File: src/rtl/remap_pkg.sv
// Shared types for the remap index generator.
// Assumes: a one-bit walk-order encoding, 0 straight and 1 transposed.
package remap_pkg;
    typedef enum logic {
        ORD_LINEAR = 1'b0,
        ORD_YX     = 1'b1
    } walk_order_t;

    localparam int NUM_AXES = 3;
endpackage

File: src/rtl/remap_dim_fix.sv
// Clamps a dimension size so that a size of 0 is treated as 1.
// Assumes: an unsigned size of width W.
module remap_dim_fix #(
    parameter int W = 3
) (
    input  logic [W-1:0] raw,
    output logic [W-1:0] fixed
);
    // Replace zero with one; pass other values through.
    always_comb begin
        fixed = (raw == '0) ? W'(1) : raw;
    end
endmodule

File: src/rtl/remap_wrap_cnt.sv
// Wrapping axis counter. It counts 0..lim while en is high and raises wrap
// on the enabled cycle at lim.
// Assumes: clr and en are never needed in the same cycle (clr has priority).
module remap_wrap_cnt #(
    parameter int W = 3
) (
    input  logic         clk,
    input  logic         rst_n,
    input  logic         clr,
    input  logic         en,
    input  logic [W-1:0] lim,
    output logic [W-1:0] cnt,
    output logic         wrap
);
    logic at_lim;
    assign at_lim = (cnt == lim);

    // Signal a carry to the next axis.
    always_comb begin
        wrap = en && at_lim;
    end

    // Advance or restart the axis index.
    always_ff @(posedge clk) begin
        if (!rst_n)      cnt <= '0;
        else if (clr)    cnt <= '0;
        else if (en)     cnt <= at_lim ? '0 : cnt + W'(1);
    end

    // The index never passes its limit.
    assert_cnt_in_range_R5: assert property (@(posedge clk) disable iff (!rst_n)
        !$past(clr) |-> cnt <= lim);
endmodule

File: src/rtl/remap_index_gen.sv
// Matrix remap index generator. A start pulse captures the order and sizes,
// and a walk then emits one offset per cycle for X*Y*Z steps. The inner,
// middle and outer counters are chained. The order chooses which of x and y
// is the inner axis.
// Assumes: a single-cycle start; a start during a walk is ignored.
module remap_index_gen
    import remap_pkg::*;
#(
    parameter int DIM_W = 3
) (
    input  logic                 clk,
    input  logic                 rst_n,
    input  logic                 start,
    input  logic                 order,
    input  logic [DIM_W-1:0]     xdim,
    input  logic [DIM_W-1:0]     ydim,
    input  logic [DIM_W-1:0]     zdim,
    output logic                 valid,
    output logic [3*DIM_W-1:0]   offset,
    output logic                 last
);
    localparam int OFF_W = NUM_AXES * DIM_W;

    logic [DIM_W-1:0] raw_sz   [NUM_AXES];
    logic [DIM_W-1:0] fix_sz   [NUM_AXES];
    logic [DIM_W-1:0] sz_q     [NUM_AXES];  // captured x, y, z sizes
    logic [DIM_W-1:0] lim      [NUM_AXES];  // inner, middle, outer limits
    logic [DIM_W-1:0] cnt      [NUM_AXES];
    logic             wrap     [NUM_AXES];
    logic             en       [NUM_AXES];
    walk_order_t      order_q;
    logic             run_q;
    logic             accept;
    logic [DIM_W-1:0] x_idx, y_idx, z_idx;
    logic [OFF_W-1:0] total;

    assign raw_sz[0] = xdim;
    assign raw_sz[1] = ydim;
    assign raw_sz[2] = zdim;

    assign accept = start && !run_q;

    // One clamp and one counter per axis.
    for (genvar a = 0; a < NUM_AXES; a++) begin : g_axis
        remap_dim_fix #(.W(DIM_W)) u_fix (
            .raw   (raw_sz[a]),
            .fixed (fix_sz[a])
        );
        if (a == 0) begin : g_inner
            assign en[a] = run_q;
        end else begin : g_chain
            assign en[a] = wrap[a-1];
        end
        remap_wrap_cnt #(.W(DIM_W)) u_cnt (
            .clk   (clk),
            .rst_n (rst_n),
            .clr   (accept),
            .en    (en[a]),
            .lim   (lim[a]),
            .cnt   (cnt[a]),
            .wrap  (wrap[a])
        );
    end

    // Capture the configuration on an accepted start; end the walk on the last step.
    always_ff @(posedge clk) begin
        if (!rst_n) begin
            run_q   <= 1'b0;
            order_q <= ORD_LINEAR;
            for (int a = 0; a < NUM_AXES; a++) sz_q[a] <= DIM_W'(1);
        end else if (accept) begin
            run_q   <= 1'b1;
            order_q <= walk_order_t'(order);
            for (int a = 0; a < NUM_AXES; a++) sz_q[a] <= fix_sz[a];
        end else if (last) begin
            run_q   <= 1'b0;
        end
    end

    // Pick which axis runs fastest and set the counter limits.
    always_comb begin
        if (order_q == ORD_YX) begin
            lim[0] = sz_q[1] - DIM_W'(1);
            lim[1] = sz_q[0] - DIM_W'(1);
        end else begin
            lim[0] = sz_q[0] - DIM_W'(1);
            lim[1] = sz_q[1] - DIM_W'(1);
        end
        lim[2] = sz_q[2] - DIM_W'(1);
    end

    // Map the counters back to x, y, z and form the row-major offset.
    always_comb begin
        x_idx  = (order_q == ORD_YX) ? cnt[1] : cnt[0];
        y_idx  = (order_q == ORD_YX) ? cnt[0] : cnt[1];
        z_idx  = cnt[2];
        offset = OFF_W'(z_idx) * (OFF_W'(sz_q[0]) * OFF_W'(sz_q[1]))
               + OFF_W'(y_idx) * OFF_W'(sz_q[0])
               + OFF_W'(x_idx);
        total  = OFF_W'(sz_q[0]) * OFF_W'(sz_q[1]) * OFF_W'(sz_q[2]);
    end

    // Drive the output strobes.
    always_comb begin
        valid = run_q;
        last  = run_q && wrap[2];
    end

    assert_last_with_valid_R6: assert property (@(posedge clk) disable iff (!rst_n)
        last |-> valid);
    assert_no_gap_R5: assert property (@(posedge clk) disable iff (!rst_n)
        (valid && !last) |=> valid);
    assert_idle_after_last_R9: assert property (@(posedge clk) disable iff (!rst_n)
        last |=> !valid);
    assert_start_zero_R2: assert property (@(posedge clk) disable iff (!rst_n)
        (start && !valid) |=> (valid && offset == '0));
    assert_offset_bound_R4: assert property (@(posedge clk) disable iff (!rst_n)
        valid |-> offset < total);
    assert_cfg_hold_R8: assert property (@(posedge clk) disable iff (!rst_n)
        (valid && !last) |=> $stable(total) && $stable(order_q));
endmodule

File: config.mk
export PLATFORM = sky130hd
export DESIGN_NAME = remap_index_gen
export DESIGN_NICKNAME = d
export VERILOG_FILES = /design/src/rtl/remap_pkg.sv /design/src/rtl/remap_dim_fix.sv /design/src/rtl/remap_wrap_cnt.sv /design/src/rtl/remap_index_gen.sv
export SDC_FILE = /design/constraint.sdc
export NUM_CORES = 1
export LEC_CHECK = 0
export BUFFER_PORTS_ARGS = -buffer_cell sky130_fd_sc_hd__buf_2
export CAP_MARGIN = 20
export CORE_MARGIN = 1.5
export CORE_UTILIZATION = 30
export CTS_BUF_LIST = sky130_fd_sc_hd__clkbuf_2
export CTS_CLUSTER_SIZE = 8
export DETAILED_ROUTE_END_ITERATION = 7
export HOLD_SLACK_MARGIN = 0.02
export SYNTH_ARGS = -nofsm -noshare
export SYNTH_HDL_FRONTEND = slang
export SYNTH_SLANG_ARGS = --single-unit
export TNS_END_PERCENT = 30
File: constraint.sdc
create_clock -name clk -period 9.3 [get_ports clk]
set_clock_uncertainty 0.05 [all_clocks]
set_input_delay 0.465 -clock clk [delete_from_list [all_inputs] [get_ports clk]]
set_output_delay 0.465 -clock clk [all_outputs]
set_load 0.02 [all_outputs]
==> results.sh <==
export IMPL_r2r_start="sz_q[0][0]"
export IMPL_wl_per_cell_um=11.2
export IMPL_period_share=0.662
export IMPL_cp_depth=17
export IMPL_yosys_warnings=0
export IMPL_antenna_found_initial=0
export IMPL_critical_path_class="flop to primary output"
export IMPL_die_y_um=91.1
export IMPL_rsz0062_at_grt="false"
export IMPL_clock_sinks=20
export IMPL_crit_fanout=8
export IMPL_synth_nets=305
export IMPL_n_antenna_cell=0
export IMPL_synth_async_sr_flop_share=0
export IMPL_synth_cells=243
export IMPL_drive_gt1_frac=0.128
export IMPL_endpoint="offset[8]"
export IMPL_grt_pass1_wl_um=7270
export IMPL_vdd_drop_max_v=0.0000407
export IMPL_period_needed_ns=6.15
export IMPL_reg2reg_depth=7
export IMPL_placementRows=31
export IMPL_cts_setup_buffers=0
export IMPL_reg2reg_to="g_axis[2].u_cnt.cnt[2]"
export IMPL_drtIter0Drc=109
export IMPL_vias_per_cell=4.67
export IMPL_seq_area_frac_synth=0.211
export IMPL_totalPowerFinal_mw=0.199
export IMPL_hp_class="input pin to flop"
export IMPL_cts_buffers=3
export IMPL_grt_max_degree=19
export IMPL_cts_tree="built"
export IMPL_io_buffers=23
export IMPL_core_mm2=0.00737
export IMPL_hold_violations=0
export IMPL_pin_count=24
export IMPL_cp_startpoint="sz_q[0][0]"
export IMPL_cts_resized=0
export IMPL_area_delta_synth_final_pct=9.63
export IMPL_final_setup_tns_ns=0
export IMPL_fin_util=0.346
export IMPL_clkTransAtPathRegs_ns=0.19
export IMPL_clock_latency_ns=0.31
export IMPL_final_nets=329
export IMPL_vias=1704
export IMPL_cts_hold_buf=0
export IMPL_cp_arrival_ns=5.64
export IMPL_fill_cells=801
export IMPL_relSlewSlack=0.541
export IMPL_tightest_slew_ns=0.687
export IMPL_yosys_most_used_dff="dfxtp_1"
export IMPL_fin_area_mm2=0.00255
export IMPL_endpoint_kind="primary output"
export IMPL_drc=0
export IMPL_final_setup_viol_count=0
export IMPL_final_cell_mix="32 x ha_1, 23 x buf_2, 22 x nor2_1"
export IMPL_status="completed"
export IMPL_start_util=0.316
export IMPL_timing_critical_path_buf_inv=3
export IMPL_hpwl_um=3430
export IMPL_hold_start="order"
export IMPL_synthesis_area_mm2=0.00233
export IMPL_critPathRequiredTime_ns=8.79
export IMPL_place_congestion=0.766
export IMPL_r2r_setup_slack_ns=6.83
export IMPL_drv_cap=0
export IMPL_critPathMostFrequentCell="fa_1"
export IMPL_clock_fmax_mhz=162
export IMPL_critPathSlowestCell="edfxtp_1"
export IMPL_wl_um=4090
export IMPL_cts_root_buf="clkbuf_2"
export IMPL_die_area_mm2=0.00829
export IMPL_cts_buffer_depth=2
export IMPL_cp_cell_sequence="and2_1 -> fa_1 -> ha_1 -> fa_1 -> and2_1 -> fa_1 -> inv_1 -> fa_1 -> inv_1 -> fa_1 -> ha_1 -> ha_1 -> a21oi_1 -> o21ai_0 -> o41ai_1 -> xnor2_1 -> buf_2"
export IMPL_synth_edf_count=9
export IMPL_die_w_um=91.1
export IMPL_ys_ff_latch=20
export IMPL_p_per_area_mw_per_mm2=78.1
export IMPL_synth_cell_type_count=40
export IMPL_start_kind="flop"
export IMPL_grt_use_total=0.106
export IMPL_timing_hold_ws_ns=0.264
export IMPL_p_leak_nw=1.30
export IMPL_drtAntennaViolNets=0
export IMPL_place_area_mm2=0.00253
export IMPL_slew_violations=0
export IMPL_first_global_vias=1633
export IMPL_avgSynthCellArea_um2=9.57
export IMPL_cts_max_level=1
export IMPL_first_pass_iters=4
export IMPL_grt_ovfl_total=0
export IMPL_cp_slowest_stage_delay_ns=0.52
export IMPL_crit_family="adder cells"
export IMPL_final_common_cell="ha_1"
## cell type report
| cell class | instances | area [um2] | area share |
|---|---|---|---|
| clock buffer | 4 | 20.0 | 0.00785 |
| inverter | 16 | 60.1 | 0.0236 |
| multi-input combinational | 202 | 1730 | 0.680 |
| sequential | 20 | 490 | 0.192 |
| tap | 99 | 124 | 0.0486 |
| timing repair buffer | 24 | 123 | 0.0481 |
## stage by stage
stage	std cells	setup WS, ns
floorplan	243	3.82
global placement	361	3.60
detailed placement	361	3.45
CTS	365	3.06
global route	365	2.82
finish	365	3.15
## cell families after synthesis
kind of cell               after synthesis  synth area share
and+or+nand+nor                         94             0.216
adders and majority gates               49             0.318
AOI/OAI and AO/OA                       27            0.0742
buffers and inverters                   21            0.0441
DFF                                     20             0.211
xor gates and xnor gates                18            0.0737
muxes                                   14            0.0624
## worst min-delay path by stage
stage	end	slack [ns]	cells past startpoint
2_1_floorplan	g_axis[1].u_cnt.cnt[1]	0.45	2
3_3_place_gp	g_axis[1].u_cnt.cnt[1]	0.49	2
6_report	order_q	0.26	3
4_1_cts	order_q	0.26	3
3_5_place_dp	g_axis[1].u_cnt.cnt[1]	0.49	2
5_1_grt	order_q	0.26	3
## Yosys cell counts, drive strengths merged, types with 5 or more instances
master	count	area share
a21oi	9	0.019
and2	21	0.056
dfxtp	11	0.095
edfxtp	9	0.12
fa	17	0.15
ha	32	0.17
inv	16	0.026
mux2i	10	0.043
nand2	16	0.026
nand2b	6	0.016
nor2	22	0.036
nor2b	6	0.016
o21ai	5	0.012
xnor2	11	0.041
xor2	6	0.023
## state kept, by name (all words and copies together), names as in the netlist
signal            flops
sz_q                  9
g_axis.u_cnt.cnt      9
valid                 1
order_q               1
## power breakdown
| group | switching [mW] | internal (mW) |
|---|---|---|
| Combinational | 0.0324 | 0.0252 |
| Sequential | 0.00759 | 0.0971 |
| Clock | 0.0255 | 0.0114 |
| Total | 0.0655 | 0.134 |
## worst reg2reg max path: cells and delay by family, from the launching register on
kind	cells	cell delay, ns
multiplexers	2	0.48
AO/OA/AOI/OAI	2	0.41
buffers and inverters	1	0.19
flip-flops	1	0.52
adder cells (fa/ha/maj)	1	0.27
AND/OR/NAND/NOR	1	0.49
## per-layer routing
layer | vias to the layer above | wire length [um] | share of wire | global-route usage
met1 | 803 | 2050 | 0.50 | 0.148
met5 | - | 0 | 0 | 0
met4 | 0 | 25 | 0.0061 | 0.0156
met2 | 18 | 1930 | 0.47 | 0.174
li1 | 881 | - | - | -
met3 | 2 | 85 | 0.021 | 0.0201
Note: power is estimated with default switching activity, not from simulation.
